`config.mk`:
```
export PLATFORM = sky130hd
export DESIGN_NAME = cc_timer_channel
export DESIGN_NICKNAME = d
export VERILOG_FILES = /design/src/rtl/cc_pkg.sv /design/src/rtl/cc_pin_sync.sv /design/src/rtl/cc_capture_ctl.sv /design/src/rtl/cc_data_regs.sv /design/src/rtl/cc_compare_out.sv /design/src/rtl/cc_timer_channel.sv
export SDC_FILE = /design/constraint.sdc
export NUM_CORES = 1
export LEC_CHECK = 0
export BUFFER_PORTS_ARGS = -buffer_cell sky130_fd_sc_hd__buf_2
export CORE_UTILIZATION = 53
export DETAILED_ROUTE_END_ITERATION = 12
export GPL_ROUTABILITY_DRIVEN = 0
export PLACE_DENSITY = 0.77
export SKIP_LAST_GASP = 1
export SYNTH_ARGS = -nofsm -noshare
export SYNTH_HDL_FRONTEND = slang
export SYNTH_SLANG_ARGS = --single-unit
```
`constraint.sdc`:
```
create_clock -name clk -period 1.7 [get_ports clk]
set_input_delay 0.34 -clock clk [delete_from_list [all_inputs] [get_ports clk]]
set_output_delay 0.34 -clock clk [all_outputs]
set_load 0.01 [all_outputs]
```
`src/rtl/cc_pkg.sv`:
```
package cc_pkg;
  typedef enum logic [2:0] {
    M_OFF    = 3'd0,
    M_PWIN   = 3'd1,
    M_PERIN  = 3'd2,
    M_EDGEIN = 3'd3,
    M_CMPB   = 3'd4,
    M_CMPAB  = 3'd5,
    M_PWMOUT = 3'd6,
    M_SPARE  = 3'd7
  } chan_mode_e;

  typedef enum logic [1:0] {
    ADR_A    = 2'd0,
    ADR_B    = 2'd1,
    ADR_CTL  = 2'd2,
    ADR_CTLD = 2'd3
  } reg_sel_e;

  typedef struct packed {
    logic lead;
    logic trail;
  } cap_evt_t;

  function automatic logic is_input(chan_mode_e m);
    return (m == M_PWIN) || (m == M_PERIN) || (m == M_EDGEIN);
  endfunction

  function automatic logic b_reads_b1(chan_mode_e m);
    return (m == M_OFF) || (m == M_SPARE) || (m == M_PWMOUT);
  endfunction
endpackage

```
`src/rtl/cc_pin_sync.sv`:
```
module cc_pin_sync #(
  parameter int STAGES = 2
) (
  input  logic clk,
  input  logic rst,
  input  logic pin_in,
  output logic pin_s,
  output logic rise,
  output logic fall
);
  logic [STAGES-1:0] chain_q;
  logic              prev_q;

  always_ff @(posedge clk) begin
    if (rst) begin
      chain_q <= '0;
      prev_q  <= 1'b0;
    end else begin
      chain_q <= {chain_q[STAGES-2:0], pin_in};
      prev_q  <= chain_q[STAGES-1];
    end
  end

  assign pin_s = chain_q[STAGES-1];
  assign rise  = pin_s & ~prev_q;
  assign fall  = ~pin_s & prev_q;
endmodule

```
`src/rtl/cc_capture_ctl.sv`:
```
module cc_capture_ctl
  import cc_pkg::*;
(
  input  logic       clk,
  input  logic       rst,
  input  chan_mode_e mode,
  input  logic       pol,
  input  logic       rise,
  input  logic       fall,
  input  logic       rd_hit,
  input  logic       ctl_wr,
  output cap_evt_t   evt,
  output logic       flag_q
);
  cap_evt_t cur;
  cap_evt_t pend_q;
  logic     pend_v;
  logic     seen_q;
  logic     sel_edge, oth_edge, flag_d;

  assign sel_edge = pol ? fall : rise;
  assign oth_edge = pol ? rise : fall;

  always_comb begin
    cur.lead  = is_input(mode) && sel_edge;
    cur.trail = (mode == M_PWIN) && oth_edge;
  end

  // A pending event always runs; a fresh event colliding with a read waits.
  always_comb begin
    if (pend_v)                evt = pend_q;
    else if (rd_hit && (|cur)) evt = '0;
    else                       evt = cur;
  end

  always_ff @(posedge clk) begin
    if (rst || ctl_wr) begin
      pend_v <= 1'b0;
      pend_q <= '0;
    end else if (pend_v) begin
      pend_v <= |cur;
      pend_q <= cur;
    end else if (rd_hit && (|cur)) begin
      pend_v <= 1'b1;
      pend_q <= cur;
    end
  end

  always_comb begin
    unique case (mode)
      M_PWIN:   flag_d = evt.trail;
      M_EDGEIN: flag_d = evt.lead;
      M_PERIN:  flag_d = evt.lead && seen_q;
      default:  flag_d = 1'b0;
    endcase
  end

  always_ff @(posedge clk) begin
    if (rst || ctl_wr) begin
      seen_q <= 1'b0;
      flag_q <= 1'b0;
    end else begin
      if (mode == M_PERIN && evt.lead) seen_q <= 1'b1;
      flag_q <= flag_d;
    end
  end

  AST_READ_DEFERS: assert property (@(posedge clk) disable iff (rst)
    (rd_hit && !pend_v && (|cur) && !ctl_wr) |=> pend_v) else $error("defer");
endmodule

```
`src/rtl/cc_data_regs.sv`:
```
module cc_data_regs
  import cc_pkg::*;
#(
  parameter int CW = 16
) (
  input  logic          clk,
  input  logic          rst,
  input  logic [CW-1:0] cnt,
  input  logic          rd_en,
  input  logic [1:0]    addr,
  input  logic [CW-1:0] wdata,
  input  logic          a_wr,
  input  logic          b_wr,
  input  logic          ctl_wr,
  input  cap_evt_t      evt,
  input  logic          a_hit,
  input  logic          pin_s,
  input  logic          out_q,
  output logic [CW-1:0] a_q,
  output logic [CW-1:0] b2_q,
  output chan_mode_e    mode_q,
  output logic          pol_q,
  output logic [CW-1:0] rdata_q
);
  localparam int STAT_BIT = CW - 1;
  localparam int FLD_W    = 4;

  logic [CW-1:0] b1_q;
  logic [CW-1:0] ctl_word, b_view;
  logic          stat;

  always_ff @(posedge clk) begin
    if (rst) begin
      mode_q <= M_OFF;
      pol_q  <= 1'b0;
    end else if (ctl_wr) begin
      mode_q <= chan_mode_e'(wdata[2:0]);
      pol_q  <= wdata[3];
    end
  end

  always_ff @(posedge clk) begin
    if (rst) begin
      a_q <= '0;
    end else if ((evt.lead && (mode_q == M_PERIN || mode_q == M_EDGEIN)) || evt.trail) begin
      a_q <= cnt;
    end else if (a_wr) begin
      a_q <= wdata;
    end
  end

  always_ff @(posedge clk) begin
    if (rst) begin
      b1_q <= '0;
    end else if (evt.lead && mode_q == M_PWIN) begin
      b1_q <= cnt;
    end else if (b_wr) begin
      b1_q <= wdata;
    end
  end

  always_ff @(posedge clk) begin
    if (rst) begin
      b2_q <= '0;
    end else if (evt.lead && (mode_q == M_PERIN || mode_q == M_EDGEIN)) begin
      b2_q <= a_q;
    end else if (evt.trail || (mode_q == M_PWMOUT && a_hit)) begin
      b2_q <= b1_q;
    end else if (b_wr && mode_q != M_PWMOUT) begin
      b2_q <= wdata;
    end
  end

  assign stat   = is_input(mode_q) ? pin_s : out_q;
  assign b_view = b_reads_b1(mode_q) ? b1_q : b2_q;

  always_comb begin
    ctl_word           = '0;
    ctl_word[2:0]      = mode_q;
    ctl_word[FLD_W-1]  = pol_q;
    ctl_word[STAT_BIT] = stat;
  end

  always_ff @(posedge clk) begin
    if (rst) begin
      rdata_q <= '0;
    end else if (rd_en) begin
      unique case (reg_sel_e'(addr))
        ADR_A:   rdata_q <= a_q;
        ADR_B:   rdata_q <= b_view;
        default: rdata_q <= ctl_word;
      endcase
    end
  end

  AST_DIS_B_MIRROR: assert property (@(posedge clk) disable iff (rst)
    (mode_q == M_OFF && b_wr) |=> (b1_q == b2_q)) else $error("mirror");
  AST_PWM_B2_HOLD: assert property (@(posedge clk) disable iff (rst)
    (mode_q == M_PWMOUT && b_wr && !a_hit) |=> $stable(b2_q)) else $error("b2 hold");
endmodule

```
`src/rtl/cc_compare_out.sv`:
```
module cc_compare_out
  import cc_pkg::*;
#(
  parameter int CW = 16
) (
  input  logic          clk,
  input  logic          rst,
  input  chan_mode_e    mode,
  input  logic [CW-1:0] cnt,
  input  logic [CW-1:0] a_q,
  input  logic [CW-1:0] b2_q,
  input  logic          a_wr,
  input  logic          b_wr,
  input  logic          ctl_wr,
  input  logic          ctl_off,
  output logic          a_hit,
  output logic          b_hit,
  output logic          out_q
);
  logic a_arm_q, b_arm_q;
  logic a_eq, b_eq;

  assign a_eq = (cnt == a_q);
  assign b_eq = (cnt == b2_q);

  always_comb begin
    a_hit = 1'b0;
    b_hit = 1'b0;
    unique case (mode)
      M_CMPB:   b_hit = b_eq && b_arm_q;
      M_CMPAB: begin
        a_hit = a_eq && a_arm_q;
        b_hit = b_eq && b_arm_q;
      end
      M_PWMOUT: begin
        a_hit = a_eq;
        b_hit = b_eq;
      end
      default: ;
    endcase
  end

  always_ff @(posedge clk) begin
    if (rst || ctl_wr) begin
      a_arm_q <= 1'b0;
      b_arm_q <= 1'b0;
    end else begin
      if (a_wr && mode == M_CMPAB)                      a_arm_q <= 1'b1;
      else if (a_hit)                                   a_arm_q <= 1'b0;
      if (b_wr && (mode == M_CMPB || mode == M_CMPAB))  b_arm_q <= 1'b1;
      else if (b_hit)                                   b_arm_q <= 1'b0;
    end
  end

  always_ff @(posedge clk) begin
    if (rst || ctl_off) begin
      out_q <= 1'b0;
    end else begin
      unique case (mode)
        M_CMPB: if (b_hit) out_q <= ~out_q;
        M_CMPAB, M_PWMOUT: begin
          if (b_hit)      out_q <= 1'b0;
          else if (a_hit) out_q <= 1'b1;
        end
        default: ;
      endcase
    end
  end

  AST_OUT_LOW_AFTER_RST: assert property (@(posedge clk) disable iff (rst)
    $past(rst) |-> !out_q) else $error("reset out");
  AST_ONESHOT_B: assert property (@(posedge clk) disable iff (rst)
    ((mode == M_CMPB || mode == M_CMPAB) && b_hit && !b_wr && !ctl_wr) |=> !b_arm_q) else $error("oneshot");
  AST_PWM_CLEAR_WINS: assert property (@(posedge clk) disable iff (rst)
    (mode == M_PWMOUT && b_hit && !ctl_off) |=> !out_q) else $error("pwm clear");
endmodule

```
`src/rtl/cc_timer_channel.sv`:
```
module cc_timer_channel
  import cc_pkg::*;
#(
  parameter int CW          = 16,
  parameter int SYNC_STAGES = 2
) (
  input  logic          clk,
  input  logic          rst,
  input  logic [CW-1:0] cnt_bus,
  input  logic          pin_in,
  output logic          pin_out,
  input  logic          bus_we,
  input  logic          bus_re,
  input  logic [1:0]    bus_addr,
  input  logic [CW-1:0] bus_wdata,
  output logic [CW-1:0] bus_rdata,
  output logic          cap_flag
);
  logic          pin_s, rise, fall;
  logic          a_wr, b_wr, ctl_wr, ctl_off, rd_hit;
  logic          a_hit, b_hit, out_q;
  logic [CW-1:0] a_q, b2_q;
  chan_mode_e    mode_q;
  logic          pol_q;
  cap_evt_t      evt;

  assign a_wr    = bus_we && (reg_sel_e'(bus_addr) == ADR_A);
  assign b_wr    = bus_we && (reg_sel_e'(bus_addr) == ADR_B);
  assign ctl_wr  = bus_we && bus_addr[1];
  assign ctl_off = ctl_wr && (chan_mode_e'(bus_wdata[2:0]) == M_OFF);
  assign rd_hit  = bus_re && !bus_addr[1];

  cc_pin_sync #(.STAGES(SYNC_STAGES)) sync_i (
    .clk(clk), .rst(rst), .pin_in(pin_in),
    .pin_s(pin_s), .rise(rise), .fall(fall)
  );

  cc_capture_ctl cap_i (
    .clk(clk), .rst(rst), .mode(mode_q), .pol(pol_q),
    .rise(rise), .fall(fall), .rd_hit(rd_hit), .ctl_wr(ctl_wr),
    .evt(evt), .flag_q(cap_flag)
  );

  cc_data_regs #(.CW(CW)) regs_i (
    .clk(clk), .rst(rst), .cnt(cnt_bus), .rd_en(bus_re), .addr(bus_addr),
    .wdata(bus_wdata), .a_wr(a_wr), .b_wr(b_wr), .ctl_wr(ctl_wr),
    .evt(evt), .a_hit(a_hit), .pin_s(pin_s), .out_q(out_q),
    .a_q(a_q), .b2_q(b2_q), .mode_q(mode_q), .pol_q(pol_q), .rdata_q(bus_rdata)
  );

  cc_compare_out #(.CW(CW)) cmp_i (
    .clk(clk), .rst(rst), .mode(mode_q), .cnt(cnt_bus), .a_q(a_q), .b2_q(b2_q),
    .a_wr(a_wr), .b_wr(b_wr), .ctl_wr(ctl_wr), .ctl_off(ctl_off),
    .a_hit(a_hit), .b_hit(b_hit), .out_q(out_q)
  );

  assign pin_out = out_q;
endmodule

```
After elaboration in Yosys (flattened, before gate mapping)
Cells that the tools add are included.

$add $sub $neg: 0. Multipliers: 0. Shift-type cells: 0. Bitwise operators: 5. Reduce and logical (&&, ||, !) cells: 43. Divide/modulo/power cells: 0. Equal/unequal tests: 13. Magnitude comparators: 0. Multiplexer cells: 29.

Operators with widths (number): 16-bit 2-to-1 mux (8); 16-bit equality test (2); 16-bit case mux with 2 select lines (1); 1-bit logical AND (18); 3-bit equality test, second input constant (4); 1-bit 2-to-1 mux (12); 2-bit nonzero test (6); 1-bit logical OR (10); 2-bit 2-to-1 mux (4); 3-bit by 2-bit equality test with 1-bit output, second input constant (2); 3-bit zero test (2); 3-bit inequality test, second input constant (2); 1-bit case mux with 2 select lines (3); 2-bit OR reduction (3); 3-bit by 1-bit equality test with 1-bit output, second input constant (1); 1-bit inverter (3); 1-bit case mux with 3 select lines (1); 3-bit AND reduction (1); 3-bit nonzero test (1); 1-bit bitwise AND (2); 2-bit by 1-bit equality test with 1-bit output, second input constant (1); 2-bit zero test (1); 2-bit inequality test, second input constant (1); 1-bit zero test (1).

Memories: 0. Register bits: 79. Memory bits (read-only): 0. Input bits: 39. Output and inout bits: 18. Logic and storage cells: 106. Memory bits (writable): 0. Latch bits: 0.

Depth between registers and ports, before layout
Depth after elaboration: 11. Gate-level depth with buffers: 9. Depth with buffers taken out: 6.

Hierarchy
From an unflattened synthesis, not the netlist that was laid out.

Cells, all modules: 550. Area, all modules: 4662.0 µm².

By module, submodules not included: cc_data_regs (cells each 417, area each 3573.4 µm², instances 1); cc_compare_out (cells each 83, area each 628.1 µm², instances 1); cc_capture_ctl (cells each 37, area each 310.3 µm², instances 1); cc_pin_sync (cells each 8, area each 91.3 µm², instances 1); cc_timer_channel (cells each 5, area each 58.8 µm², instances 1).

Worst setup path before layout
No wires, ideal clock.

Kind: register -> register. Start point: reg sync_i.prev_q. End point: reg regs_i.b2_q[8]. Buffers on the path: 1. Data arrival time: 1.757 ns. Stages on the path, launching flop included: 8. Clock period less this slack: 1.879 ns. Slack: -0.179 ns. Library setup time: 0.122 ns. Cells stage by stage: dfxtp_1 -> and2b_1 -> a221oi_2 -> o41ai_4 -> a311o_2 -> buf_6 -> o211ai_1 -> o21ai_1.

Word-level cells in the longest chain between the ends: 11. Elaborated cells on any way between the ends: 16.

RTL lines: from (decl) (RTL line cc_pin_sync.sv:12) `logic prev_q;`; from (signal assigned) (RTL line cc_pin_sync.sv:20) `prev_q <= chain_q[STAGES-1];`; 1-bit inverter (RTL line cc_pin_sync.sv:25) `assign rise = pin_s & ~prev_q;`; 1-bit bitwise AND (RTL line cc_pin_sync.sv:25); 1-bit 2-to-1 mux (on tied branches) (RTL line cc_capture_ctl.sv:22, cc_capture_ctl.sv:21); 1-bit logical AND (on tied branches) (RTL line cc_capture_ctl.sv:26, cc_capture_ctl.sv:25); 2-bit OR reduction (RTL line cc_capture_ctl.sv:32) `else if (rd_hit && (|cur)) evt = '0;`; 1-bit logical AND (RTL line cc_capture_ctl.sv:32); 2-bit 2-to-1 mux * (RTL line cc_capture_ctl.sv:32); 2-bit 2-to-1 mux * (RTL line cc_capture_ctl.sv:31) `if (pend_v) evt = pend_q;`; 1-bit logical OR (RTL line cc_data_regs.sv:67) `end else if (evt.trail || (mode_q == M_PWMOUT && a_hit)) begin`; 16-bit 2-to-1 mux (RTL line cc_data_regs.sv:67); 16-bit 2-to-1 mux (RTL line cc_data_regs.sv:65) `end else if (evt.lead && (mode_q == M_PERIN || mode_q == M_EDGEIN)) begin`; to (signal assigned) (RTL line cc_data_regs.sv:66) `b2_q <= a_q;`; to (signal assigned) (RTL line cc_data_regs.sv:68) `b2_q <= b1_q;`; to (signal assigned) (RTL line cc_data_regs.sv:70) `b2_q <= wdata;`; to (decl) (RTL line cc_data_regs.sv:20) `output logic [CW-1:0] b2_q,`.

Mark *: on every way between the ends. The rest lies on a longest branch, timed or not. A chain may end at the register's enable or synchronous reset.

Final worst setup path
Start point: reg regs_i.a_q[0]. End point: reg regs_i.b2_q[15].

Word-level cells in the longest chain between the ends: 7. Elaborated cells on any way between the ends: 8.

RTL lines: from (decl) (RTL line cc_data_regs.sv:19) `output logic [CW-1:0] a_q,`; from (signal assigned) (RTL line cc_data_regs.sv:46) `a_q <= cnt;`; from (signal assigned) (RTL line cc_data_regs.sv:48) `a_q <= wdata;`; 16-bit equality test * (RTL line cc_compare_out.sv:23) `assign a_eq = (cnt == a_q);`; 1-bit logical AND (RTL line cc_compare_out.sv:32) `a_hit = a_eq && a_arm_q;`; 1-bit case mux with 2 select lines * (RTL line cc_compare_out.sv:29) `unique case (mode)`; 1-bit logical AND * (RTL line cc_data_regs.sv:67); 1-bit logical OR * (RTL line cc_data_regs.sv:67); 16-bit 2-to-1 mux (RTL line cc_data_regs.sv:67); 16-bit 2-to-1 mux (RTL line cc_data_regs.sv:65).

Marks and branches as above.

==> reports/qor.yml <==
route:
  avgViaCountPerCell: 6.78
  wire_per_inst_um: 23.8
  wl_mm: 18.3
  postRouteAntennaNets: 0
  drtIter0Drc: 684
  drcViolationCount: 0
  vias: 5221
  drt_pass1_iterations: 5
sta:
  tns_ns: -21.91
  rsz0062_at_grt: "yes"
  hold_viol_final: 0
  max_freq_mhz: 421
  worst_slack_ns: -0.678
  relSlewSlack_pct: 30.4
  fin_skew_ns: 0.00936
  period_minus_slack_ns: 2.38
  setup_violations: 60
  period_share_pct: 140
  worst_pin_slew_ns: 1.03
  drv_slew: 0
synth:
  synthFlopType: "dfxtp_1"
  synthArstFlopShare_pct: 0
  synth_edf_count: 0
  synthCells: 529
  synth_top_area_share_pct: 34.5
  yosysWarnings: 0
  synth_area_mm2: 0.00458
  synth.area.top_cells: "dfxtp_1, mux2i_1, nor2_1, a211oi_1, xnor2_1"
  syn_area_per_cell_um2: 8.67
  synth.net_count: 568
  ys_ff_latch: 79
  synth_top_area_cell: "dfxtp_1"
  synth.distinct_cells: 48
  ys_seq_area_share_pct: 34.5
die:
  rows: 33
  start_util_pct: 55.2
  die_area_mm2: 0.00903
  pin_count: 57
  die_height_um: 95.0
  die_x_um: 95.0
  coreArea_mm2: 0.00830
pwr:
  switching_share_pct: 32.6
  power_density_mw_per_mm2: 697
  p_int_mw: 3.09
  power.leakage_nw: 2.67
  p_clk_share_pct: 32.5
  p_seq_share_pct: 43.6
  switchingPower_mw: 1.49
  pwr-share-comb_pct: 23.9
  irDropWorstVdd_v: 0.000495
hold_path:
  hp-class: "in -> reg"
  whs_path_depth: 2
placed_design:
  placed_cell_area_mm2: 0.00558
  io_buffer_count: 56
  dp_hpwl_mm: 9.59
cells_and_area:
  drive_above_1_share_pct: 44.2
  fin_nets: 699
  synthToLayoutAreaGrowth_pct: 43.6
  design_area_mm2: 0.00658
  antenna-diode-count: 0
clock_tree:
  cts_root_buf: "clkbuf_8"
  clockBufferDepth: 2
  cts_made_buffers: 9
  clk_latency_ns: 0.38
  htreeDepth: 3
  cts.sinks: 79
  cts_tree: "yes"
  postCtsHoldBufs: 0
  cts.reportedPaths.clkPinSlew_ns: 0.09
global_route:
  grt_pass1_vias: 4677
  antenna_found_initial: 0
  gr-total-overflow: 0
  grt_max_degree: 73
  grt_pass1_wl_mm: 24.2
  grt_usage_pct: 35.6
critical_path:
  path_max_fanout: 16
  arrival_ns: 2.68
  cp-start-kind: "flip-flop"
  crit_path_end_kind: "flip-flop"
  critPathKind: "reg -> reg"
  cp.required_ns: 2.00
  rr_worst_depth: 7
run_status:
  run_status: "complete, but fails checks"
  failed_checks: "setup timing"
job:
  drv_cap: 0
==> kinds of logic after synthesis <==
group,after synthesis,share of synthesized area [%]
and+or+nand+nor,158,16.9
DFF,79,34.5
buffers and inverters,47,4.97
muxes,66,14.4
xor gates and xnor gates,32,6.11
AOI/OAI and AO/OA,147,23.1
==> cells in the mapped netlist (2+ instances only) <==
cell type  instances
nor2b_1           22
xor2_1             4
buf_2              8
nor3_1             4
clkbuf_1          21
a211oi_1          37
nand2b_1           2
nor3b_1            4
and3b_1            3
buf_1              4
a21oi_1           42
a221oi_2           2
nor4_1             3
dfxtp_1           79
buf_6              3
o21ai_1           12
a32oi_1           17
and2b_1            2
mux2i_1           65
buf_4              5
nand2_1           13
nor2_1            85
nand4_1            6
xnor2_1           28
nand3_1            5
nand3b_1           3
o21ai_0            7
inv_1              6
and2_1             2
o211ai_1          17
==> path summary, 6_finish.rpt <==
kind                                   startpoint                 to  slack [ns]
worst max-delay path                regs_i.a_q[0]    regs_i.b2_q[15]       -0.68
worst min-delay path                       pin_in  sync_i.chain_q[0]        0.16
worst max register to register      regs_i.a_q[0]    regs_i.b2_q[15]       -0.68
worst min register to register  sync_i.chain_q[0]  sync_i.chain_q[1]        0.47
==> per-layer routing <==
layer / up-vias / track usage (%) / routed length [µm]
met4: 0 / 19.1 / 1240
met5: - / 0 / 0
met3: 140 / 7.73 / 2120
met2: 435 / 57.3 / 8490
met1: 2457 / 44.2 / 6470
li1: 2189 / - / -
==> cell type report <==
cell class | instances | area (µm²)
well taps | 105 | 131
flip-flops and latches | 79 | 1600
clock inverters | 7 | 73.8
multi-input cells | 403 | 3320
fillers | 462 | 1720
repair buffers | 161 | 1320
inverters | 6 | 22.5
clock buffers | 9 | 124
==> metrics by stage <==
step	instances	setup WS [ns]	util [%]	hold slack [ns]	power (mW)
2_1_floorplan	529	-0.0949	-	0.414	2.50
3_3_place_gp	738	-0.322	67.2	0.448	2.84
3_5_place_dp	738	-0.461	67.2	0.440	2.86
4_1_cts	762	-0.250	75.3	0.183	4.42
5_1_grt	770	-0.722	79.3	0.163	4.70
6_report	770	-0.678	79.3	0.162	4.59
==> power groups by stage <==
stage / Combinational, mW / Clock [mW] / Sequential (mW)
global route: 1.14 / 1.55 / 2.01
detailed placement: 0.828 / 0 / 2.04
finish: 1.09 / 1.49 / 2.00
CTS: 0.967 / 1.46 / 1.99
floorplan: 0.463 / 0 / 2.04
global placement: 0.807 / 0 / 2.03
==> critical path, cell delays in order (launching register included) <==
cell and delay, ns:
dfxtp_1 0.34, xnor2_1 0.56, nand4_1 0.29, nor3_4 0.34, a311o_2 0.28, buf_12 0.16
o211ai_1 0.14, o21ai_1 0.19
==> registers in the layout, summed over array words and instances (netlist names) <==
signal and cells:
cap_i.seen_q 1, regs_i.rdata_q 16, regs_i.pol_q 1, cap_i.pend_v 1, regs_i.b1_q 16, cap_i.pend_q 2
sync_i.chain_q 2, regs_i.a_q 16, cmp_i.a_arm_q 1, cap_i.flag_q 1, cmp_i.b_arm_q 1, regs_i.b2_q 16
regs_i.mode_q 3, sync_i.prev_q 1, cmp_i.out_q 1
==> layout by cell type (no fill, tap or decap), types with 3 or more instances in the layout <==
| cell | synthesis | layout |
|---|---|---|
| a32oi_1 | 17 | 17 |
| a21oi_1 | 42 | 24 |
| mux2i_1 | 65 | 62 |
| clkinv_4 | 0 | 3 |
| nand4_1 | 6 | 6 |
| a211oi_2 | 0 | 24 |
| nor2_1 | 85 | 54 |
| dfxtp_1 | 79 | 73 |
| o21ai_1 | 12 | 13 |
| buf_6 | 3 | 14 |
| nand3_1 | 5 | 5 |
| o211ai_1 | 17 | 17 |
| buf_12 | 0 | 9 |
| nor2_2 | 0 | 6 |
| buf_2 | 8 | 56 |
| dfxtp_2 | 0 | 3 |
| nand3b_1 | 3 | 3 |
| xnor2_1 | 28 | 27 |
| nor3_2 | 1 | 3 |
| a21oi_2 | 1 | 19 |
| inv_1 | 6 | 6 |
| nor2b_1 | 22 | 20 |
| nor2_4 | 0 | 25 |
| clkbuf_8 | 0 | 9 |
| buf_4 | 5 | 77 |
| o21ai_0 | 7 | 4 |
| a211oi_1 | 37 | 13 |
| nand2_1 | 13 | 11 |
| xor2_1 | 4 | 4 |
| dfxtp_4 | 0 | 3 |
==> what timing repair did <==
item / in CTS / in global routing
gates cloned: 2 / 3
gates resized for setup: 96 / 56
endpoints found under the setup margin: 63 / 66
setup buffers: 9 / 7
pin swaps: 33 / 21
(Power assumes the default switching activity.)
